<file path="src/rtl/area_cs_pkg.sv">
package area_cs_pkg;

   typedef enum logic [1:0] {
      XFER_BYTE = 2'd0,
      XFER_WORD = 2'd1,
      XFER_LONG = 2'd2,
      XFER_RSVD = 2'd3
   } xfer_t;

   typedef enum logic [1:0] {
      ST_IDLE,
      ST_SETUP,
      ST_STROBE,
      ST_DONE
   } bus_state_t;

   localparam int FIRST_AREA = 3;
   localparam int NUM_AREAS  = 3;

endpackage

</file>
<file path="src/rtl/area_decode.sv">
module area_decode
   import area_cs_pkg::*;
#(
   parameter int FIELD_W = 3,
   parameter int BASE    = FIRST_AREA,
   parameter int COUNT   = NUM_AREAS
) (
   input  logic [FIELD_W-1:0] area_field,
   output logic [COUNT-1:0]   hit
);

   if (BASE + COUNT > (1 << FIELD_W)) begin : g_range_chk
      $error("area_decode: served areas exceed the field range");
   end

   for (genvar k = 0; k < COUNT; k++) begin : g_hit
      localparam logic [FIELD_W-1:0] CODE = FIELD_W'(BASE + k);
      assign hit[k] = (area_field == CODE);
   end

endmodule

</file>
<file path="src/rtl/wait_lookup.sv">
module wait_lookup #(
   parameter int CODE_W  = 3,
   parameter int CNT_W   = 4,
   parameter bit STEPPED = 1'b1
) (
   input  logic [CODE_W-1:0] code,
   output logic [CNT_W-1:0]  count
);

   localparam int KNEE      = 1 << (CODE_W - 1);
   localparam int MAX_CODE  = (1 << CODE_W) - 1;
   localparam int MAX_COUNT = STEPPED ? 2 * (MAX_CODE - KNEE / 2) : MAX_CODE;

   if (MAX_COUNT >= (1 << CNT_W)) begin : g_fit_chk
      $error("wait_lookup: counter too narrow for the largest wait");
   end

   if (STEPPED) begin : g_stepped
      // Linear up to the knee, then steps of two cycles.
      always_comb begin
         if (int'(code) < KNEE) count = CNT_W'(code);
         else                   count = CNT_W'(2 * (int'(code) - KNEE / 2));
      end
   end else begin : g_linear
      assign count = CNT_W'(code);
   end

endmodule

</file>
<file path="src/rtl/lane_mask.sv">
module lane_mask
   import area_cs_pkg::*;
#(
   parameter int LANES   = 4,
   parameter int LANE_AW = $clog2(LANES)
) (
   input  logic [1:0]         bus_w,
   input  logic [1:0]         acc_w,
   input  logic [LANE_AW-1:0] addr_lo,
   output logic [LANES-1:0]   mask,
   output logic               bad
);

   localparam int BW = LANE_AW + 1;

   if (LANES != 4) begin : g_lane_chk
      $error("lane_mask: width codes only reach four lanes");
   end

   logic [BW-1:0] bus_b, acc_b, lo, off;

   always_comb begin
      bus_b = BW'(1) << bus_w;
      acc_b = BW'(1) << acc_w;
      lo    = {1'b0, addr_lo};
      off   = lo & (bus_b - BW'(1));
      bad   = (bus_w == XFER_RSVD) || (acc_w == XFER_RSVD) ||
              (acc_b > bus_b) || ((lo & (acc_b - BW'(1))) != '0);
   end

   for (genvar i = 0; i < LANES; i++) begin : g_lane
      assign mask[i] = !bad && (BW'(i) >= off) && (BW'(i) < off + acc_b);
   end

endmodule

</file>
<file path="src/rtl/area_cs_ctrl.sv">
module area_cs_ctrl
   import area_cs_pkg::*;
#(
   parameter int ADDR_W    = 32,
   parameter int LANES     = 4,
   parameter int AREA_LSB  = 26,
   parameter int SPLIT_BIT = 25,
   parameter int A4_CODE_W = 3,
   parameter int MAX_WAIT  = 10
) (
   input  logic              clk,
   input  logic              rst_n,
   input  logic              req,
   input  logic [ADDR_W-1:0] addr,
   input  logic              wr,
   input  logic [1:0]        size,
   input  logic              card_mode,
   input  logic [1:0]        a3_width,
   input  logic [1:0]        a3_wait,
   input  logic [1:0]        a4_width,
   input  logic [2:0]        a4_wait,
   input  logic [1:0]        a5_width,
   input  logic [1:0]        a5_wait,
   output logic              ready,
   output logic              area3_sel,
   output logic              area4_sel,
   output logic              area5_sel,
   output logic              rd_en,
   output logic [LANES-1:0]  wr_lane,
   output logic              done,
   output logic              err,
   output logic              card_mem,
   output logic              card_io
);

   localparam int CNT_W   = $clog2(MAX_WAIT + 1);
   localparam int LANE_AW = $clog2(LANES);
   localparam int FIELD_W = 3;

   if (AREA_LSB + FIELD_W > ADDR_W) begin : g_addr_chk
      $error("area_cs_ctrl: area field outside the address");
   end
   if (SPLIT_BIT >= AREA_LSB || SPLIT_BIT < LANE_AW) begin : g_split_chk
      $error("area_cs_ctrl: card split bit must lie below the area field");
   end

   // ---------------- decode of the request ----------------
   logic [NUM_AREAS-1:0] hit;
   logic [1:0]           bus_w;
   logic [LANES-1:0]     mask;
   logic                 lane_bad, card_long, reject;
   logic [CNT_W-1:0]     w3, w4, w5, wsel;

   area_decode #(.FIELD_W(FIELD_W)) u_dec (
      .area_field (addr[AREA_LSB +: FIELD_W]),
      .hit        (hit)
   );

   always_comb begin
      unique case (1'b1)
         hit[0]:  bus_w = a3_width;
         hit[1]:  bus_w = a4_width;
         hit[2]:  bus_w = a5_width;
         default: bus_w = XFER_BYTE;
      endcase
   end

   lane_mask #(.LANES(LANES)) u_lanes (
      .bus_w   (bus_w),
      .acc_w   (size),
      .addr_lo (addr[LANE_AW-1:0]),
      .mask    (mask),
      .bad     (lane_bad)
   );

   wait_lookup #(.CODE_W(2), .CNT_W(CNT_W), .STEPPED(1'b0)) u_w3 (
      .code (a3_wait), .count (w3)
   );
   wait_lookup #(.CODE_W(A4_CODE_W), .CNT_W(CNT_W), .STEPPED(1'b1)) u_w4 (
      .code (a4_wait), .count (w4)
   );
   wait_lookup #(.CODE_W(2), .CNT_W(CNT_W), .STEPPED(1'b0)) u_w5 (
      .code (a5_wait), .count (w5)
   );

   always_comb begin
      unique case (1'b1)
         hit[0]:  wsel = w3;
         hit[1]:  wsel = w4;
         hit[2]:  wsel = w5;
         default: wsel = '0;
      endcase
      card_long = hit[2] && card_mode && (a5_width == XFER_LONG);
      reject    = !(|hit) || lane_bad || card_long;
   end

   // ---------------- cycle sequencer ----------------
   bus_state_t            state;
   logic [CNT_W-1:0]      cnt;
   logic [NUM_AREAS-1:0]  cs_q;
   logic [LANES-1:0]      mask_q;
   logic                  wr_q, err_q, cmem_q, cio_q;

   always_ff @(posedge clk or negedge rst_n) begin
      if (!rst_n) begin
         state  <= ST_IDLE;
         cnt    <= '0;
         cs_q   <= '0;
         mask_q <= '0;
         wr_q   <= 1'b0;
         err_q  <= 1'b0;
         cmem_q <= 1'b0;
         cio_q  <= 1'b0;
      end else begin
         unique case (state)
            ST_IDLE: if (req) begin
               wr_q   <= wr;
               mask_q <= mask;
               cnt    <= wsel;
               if (reject) begin
                  state <= ST_DONE;
                  err_q <= 1'b1;
               end else begin
                  state  <= ST_SETUP;
                  err_q  <= 1'b0;
                  cs_q   <= hit;
                  cmem_q <= hit[2] && card_mode && !addr[SPLIT_BIT];
                  cio_q  <= hit[2] && card_mode &&  addr[SPLIT_BIT];
               end
            end
            ST_SETUP: state <= ST_STROBE;
            ST_STROBE: begin
               if (cnt == '0) state <= ST_DONE;
               else           cnt   <= cnt - CNT_W'(1);
            end
            ST_DONE: begin
               state  <= ST_IDLE;
               cs_q   <= '0;
               err_q  <= 1'b0;
               cmem_q <= 1'b0;
               cio_q  <= 1'b0;
            end
            default: state <= ST_IDLE;
         endcase
      end
   end

   logic strobe_on;
   assign strobe_on = (state == ST_STROBE) || (state == ST_DONE && !err_q);

   assign ready     = (state == ST_IDLE);
   assign done      = (state == ST_DONE);
   assign err       = done && err_q;
   assign area3_sel = cs_q[0];
   assign area4_sel = cs_q[1];
   assign area5_sel = cs_q[2];
   assign rd_en     = strobe_on && !wr_q;
   assign wr_lane   = (strobe_on && wr_q) ? mask_q : '0;
   assign card_mem  = cmem_q;
   assign card_io   = cio_q;

   // ---------------- embedded checks ----------------

   one_area_chk: assert property (@(posedge clk) disable iff (!rst_n)
      $onehot0({area3_sel, area4_sel, area5_sel}));


   addr_known_chk: assert property (@(posedge clk) disable iff (!rst_n)
      (req && ready) |-> (^addr !== 1'bx));


   rd_wr_excl_chk: assert property (@(posedge clk) disable iff (!rst_n)
      !(rd_en && (|wr_lane)));


   strobe_needs_cs_chk: assert property (@(posedge clk) disable iff (!rst_n)
      (rd_en || (|wr_lane)) |-> (area3_sel || area4_sel || area5_sel));


   done_single_chk: assert property (@(posedge clk) disable iff (!rst_n)
      done |=> (!done && ready));


   accept_busy_chk: assert property (@(posedge clk) disable iff (!rst_n)
      (req && ready) |=> !ready);


   err_quiet_chk: assert property (@(posedge clk) disable iff (!rst_n)
      err |-> !(area3_sel || area4_sel || area5_sel || rd_en || (|wr_lane) || card_mem || card_io));


   card_flag_chk: assert property (@(posedge clk) disable iff (!rst_n)
      (card_mem || card_io) |-> (area5_sel && !(card_mem && card_io)));


   cs_hold_chk: assert property (@(posedge clk) disable iff (!rst_n)
      (!ready && !done) |=> $stable({area3_sel, area4_sel, area5_sel}));

endmodule

</file>
<file path="config.mk">
export PLATFORM = sky130hd
export DESIGN_NAME = area_cs_ctrl
export DESIGN_NICKNAME = d
export VERILOG_FILES = /design/src/rtl/area_cs_pkg.sv /design/src/rtl/area_decode.sv /design/src/rtl/wait_lookup.sv /design/src/rtl/lane_mask.sv /design/src/rtl/area_cs_ctrl.sv
export SDC_FILE = /design/constraint.sdc
export NUM_CORES = 1
export LEC_CHECK = 0
export ABC_AREA = 1
export CORE_MARGIN = 2
export CORE_UTILIZATION = 40
export DETAILED_ROUTE_END_ITERATION = 6
export PLACE_DENSITY = 0.85
export RECOVER_POWER = 50
export SLEW_MARGIN = 40
export SYNTH_ARGS = -nofsm -noshare
export SYNTH_HDL_FRONTEND = slang
export SYNTH_SLANG_ARGS = --single-unit
export TNS_END_PERCENT = 20
</file>
<file path="constraint.sdc">
create_clock -name clk -period 1.6 [get_ports clk]
set_input_delay 0.32 -clock clk [delete_from_list [all_inputs] [get_ports clk]]
set_output_delay 0.32 -clock clk [all_outputs]
set_load 0.01 [all_outputs]
</file>
==> reports/results.env <==
NUMBER_OF_INSTANCES_IN_THE_SYNTHESIZED_NETLIST=189
STATUS='complete, but fails checks'
CLOCK_SKEW_PS=1.23
CTS.PATH.MAX_BUFFERS=2
CP_DATA_ARRIVAL_TIME_PS=2130
WL_PER_CELL_UM=11.8
IRDROPWORSTVDD_mV=0.540
WHS_PS=497
POST-ROUTE-MIN-PERIOD_PS=1940
FF2FF_SETUP_SLACK_PS=30
FINALCOREUTILIZATION_PCT=69.6
LAYOUT.CELL_AREA.NON_FILLER_UM2=2160
RELSLEWSLACK_PCT=37.3
GRT_START_MAX_NET_PINS=18
INITIAL_DRC_COUNT=62
PATH_CLK_SLEW_PS=100
FINALHOLDVIOLCOUNT=0
RR_WORST_DEPTH=9
MIN_PATH_TYPE='flop to flop'
MOSTFREQUENTLAYOUTCELLS='sky130_fd_sc_hd__buf_4, sky130_fd_sc_hd__nand2_1, sky130_fd_sc_hd__inv_1'
STDCELL_COUNT=315
ANTENNA_FOUND_INITIAL=0
CP-START-KIND='input port'
LEADING_CELL_TYPE_IN_THE_LAYOUT_FILL_AND_TAPS_EXCLUDED='sky130_fd_sc_hd__buf_4'
FINAL-SETUP-VIOL-COUNT=17
PLACE_WORST_SETUP_SLACK_PS=-1100
RSZ_0062_RAISED_AFTER_GLOBAL_ROUTING='true'
MAXIMUM_LEVEL_OF_THE_CTS_H_TREE=1
MAX-CAP-VIOLATIONS=0
POST_ROUTE_FRACTION_OF_THE_PERIOD_CONSUMED_BY_THE_CRITICAL_PATH_PCT=121
STARTPOINT_OF_THE_WORST_HOLD_PATH='mask_q[0]$_DFFE_PN0P_'
CRITICAL_PATH.ENDPOINT_TYPE='flop'
PLACE_INST=304
FMAX_MHz=515
SYNTH_WARN=0
N_ANTENNA_CELL=0
CTS_HOLD_BUFFERS=0
SYNTH-SEQ-AREA-SHARE_PCT=32.2
FINALWEIGHTEDCONGESTION=0.796
DIE-WIDTH_UM=61.4
CTS_INSERTED_BUFFERS=3
SYN_TO_FINAL_GROWTH_PCT=63.7
ROUTED-VIA-COUNT=1542
POST_SYNTH_MAIN_AREA_CONTRIBUTORS='sky130_fd_sc_hd__dfrtp_1, sky130_fd_sc_hd__nand2_1, sky130_fd_sc_hd__inv_1'
MIN_TO='mask_q[0]$_DFFE_PN0P_'
CLOCK_INSERTION_DELAY_WORST_SKEW_PS=290
DRT_PASS1_ITERATIONS=4
POST_ROUTE_CELLS_DRIVE_ABOVE_1_SHARE_PCT=34.7
GLOBALROUTEOVERFLOWTOTAL=0
TIMING.RR.END='cs_q[0]$_DFFE_PN0P_'
DIE-AREA_UM2=3780
SYNTH_LARGEST_TYPE_AREA_FRACTION_PCT=32.2
DRT-TOTAL-WL_UM=3720
WIRE_LENGTH_OF_THE_FIRST_GLOBAL_ROUTING_PASS_UM=5920
AVGVIACOUNTPERCELL=4.90
FLOORPLAN.IO_PINS=65
DRTANTENNAVIOLNETS=0
SYNTH.FF_LATCH_COUNT=17
WORSTREG2REGSTART='state[0]$_DFFE_PN0P_'
DRV_SLEW=0
DP.FINAL_HPWL_UM=2770
NUM_ROWS=20
POWER.LEAKAGE_nW=1.13
REMAINING_DRC_ERRORS=0
SYNTH.CELL_AREA_UM2=1320
VIOLATED_CHECKS='setup timing'
PLACEMENT.IO_BUFFERS=38
FLOORPLAN.CORE_AREA_UM2=3100
POWERDENSITY_nW_PER_UM2=1200
DIE_H_UM=61.4
SYNTHESIZED_NETLIST_NET_COUNT=250
GRT_PASS1_VIAS=1447
TIMING.FINAL.WS_SETUP_PS=-344
FINALNETCOUNT=333
TRACK_USAGE_PCT=20.8
PLACE_AREA_UM2=2020
CRITICAL_PATH_PEAK_FANOUT=5
CRIT_REQUIRED_PS=1790
SYNTH.AVG_CELL_AREA_UM2=6.98
TIMING.HOLD.WORST_PATH_DEPTH=2
CTS.SINK_COUNT=17
SYNTH_AREA_LEADER_CELL='sky130_fd_sc_hd__dfrtp_1'
CTS_TREE='built'
INITIAL_CORE_UTIL_PCT=42.5
WORST_SLEW_PIN_SLEW_PS=941
ROOT_BUFFER='sky130_fd_sc_hd__clkbuf_4'
POST_SYNTH_NUM_CELL_TYPES=25
WORST-SETUP-PATH-TYPE='input port to flop'
==> area by class of cell <==
type	instances	area, um^2
clock buffer	4	26.3
fill	289	942
inverter	31	119
multi-input combinational	140	885
sequential	17	425
tap	44	55.1
timing repair buffer	79	651
==> layer usage <==
| metal | vias up | part of all wire [%] | track usage (%) |
|---|---|---|---|
| met3 | 7 | 5.2 | 1.26 |
| met2 | 63 | 50 | 38.8 |
| met1 | 688 | 43 | 24.5 |
| met4 | 0 | 1.9 | 9.12 |
| li1 | 784 | - | - |
| met5 | - | 0 | 0 |
==> what timing repair did <==
item / 4_1_cts / 5_1_grt
setup endpoints to repair: 20 / 21
gates resized for setup: 77 / 22
pin swaps: 25 / 26
setup buffers: 6 / 1
==> cell families (layout without fill, tap and decap cells) <==
logic type	count (synthesis)	after routing	synth area share (%)
AND/OR/NAND/NOR	102	102	37.3
buffers and inverters	32	114	9.38
AO/OA/AOI/OAI	28	28	11.4
flip-flops	17	17	32.2
adder cells (fa/ha/maj)	9	9	9.10
XOR/XNOR	1	1	0.664
==> report_power, final <==
| part | internal, mW | switching (mW) | total [mW] |
|---|---|---|---|
| Sequential | 0.595 | 0.0887 | 0.684 |
| Combinational | 0.788 | 0.887 | 1.68 |
| Clock | 0.0970 | 0.134 | 0.231 |
| Total | 1.48 | 1.11 | 2.59 |
==> registers in the layout, summed over array words and instances, names as in the netlist <==
| name | flops |
|---|---|
| cs_q | 3 |
| state | 2 |
| err_q | 1 |
| wr_q | 1 |
| card_mem | 1 |
| cnt | 4 |
| card_io | 1 |
| mask_q | 4 |
==> worst max-delay path, stage by stage <==
cell,delay (ps)
sky130_fd_sc_hd__buf_8,110
sky130_fd_sc_hd__inv_4,50
sky130_fd_sc_hd__nand4_1,160
sky130_fd_sc_hd__buf_4,200
sky130_fd_sc_hd__buf_4,130
sky130_fd_sc_hd__nand4_1,90
sky130_fd_sc_hd__ha_1,270
sky130_fd_sc_hd__nand3_1,80
sky130_fd_sc_hd__nand2_1,70
sky130_fd_sc_hd__a21oi_2,170
sky130_fd_sc_hd__nand3_2,140
sky130_fd_sc_hd__nand2_4,120
sky130_fd_sc_hd__nand2_4,80
sky130_fd_sc_hd__nand2_2,80
sky130_fd_sc_hd__nand2_2,50
==> cells in the mapped netlist <==
library cell	number
sky130_fd_sc_hd__nand2_2	2
sky130_fd_sc_hd__a21oi_1	9
sky130_fd_sc_hd__nor3b_1	1
sky130_fd_sc_hd__nand3_2	2
sky130_fd_sc_hd__dfrtp_1	17
sky130_fd_sc_hd__o21ai_0	12
sky130_fd_sc_hd__nor3_1	2
sky130_fd_sc_hd__nand2_4	3
sky130_fd_sc_hd__a21boi_1	1
sky130_fd_sc_hd__buf_4	1
sky130_fd_sc_hd__inv_1	31
sky130_fd_sc_hd__ha_1	8
sky130_fd_sc_hd__a22oi_1	1
sky130_fd_sc_hd__a31oi_1	3
sky130_fd_sc_hd__xnor2_1	1
sky130_fd_sc_hd__nor2_4	1
sky130_fd_sc_hd__fa_1	1
sky130_fd_sc_hd__nand3b_1	1
sky130_fd_sc_hd__o21ai_1	1
sky130_fd_sc_hd__o22ai_1	1
sky130_fd_sc_hd__nand4_1	8
sky130_fd_sc_hd__nor2_1	24
sky130_fd_sc_hd__nand3_1	14
sky130_fd_sc_hd__nand3_4	1
sky130_fd_sc_hd__nand2_1	43
==> worst max path at each step <==
stage | start | endpoint | depth (start not counted) | slack [ps]
2_1_floorplan | addr[28] | mask_q[2]$_DFFE_PN0P_ | 12 | -410
3_3_place_gp | addr[26] | cs_q[2]$_DFFE_PN0P_ | 15 | -1020
3_5_place_dp | addr[26] | cs_q[0]$_DFFE_PN0P_ | 15 | -1100
4_1_cts | addr[27] | mask_q[2]$_DFFE_PN0P_ | 14 | -310
5_1_grt | addr[27] | cs_q[2]$_DFFE_PN0P_ | 18 | -470
6_report | addr[27] | cs_q[0]$_DFFE_PN0P_ | 15 | -340
==> stage by stage <==
step	total power, mW	TNS (ps)
global placement	2.19	-12660
floorplan	1.53	-3930
finish	2.59	-3570
CTS	2.52	-3470
detailed placement	2.24	-13740
global route	2.85	-5560
(Power assumes the default switching activity.)
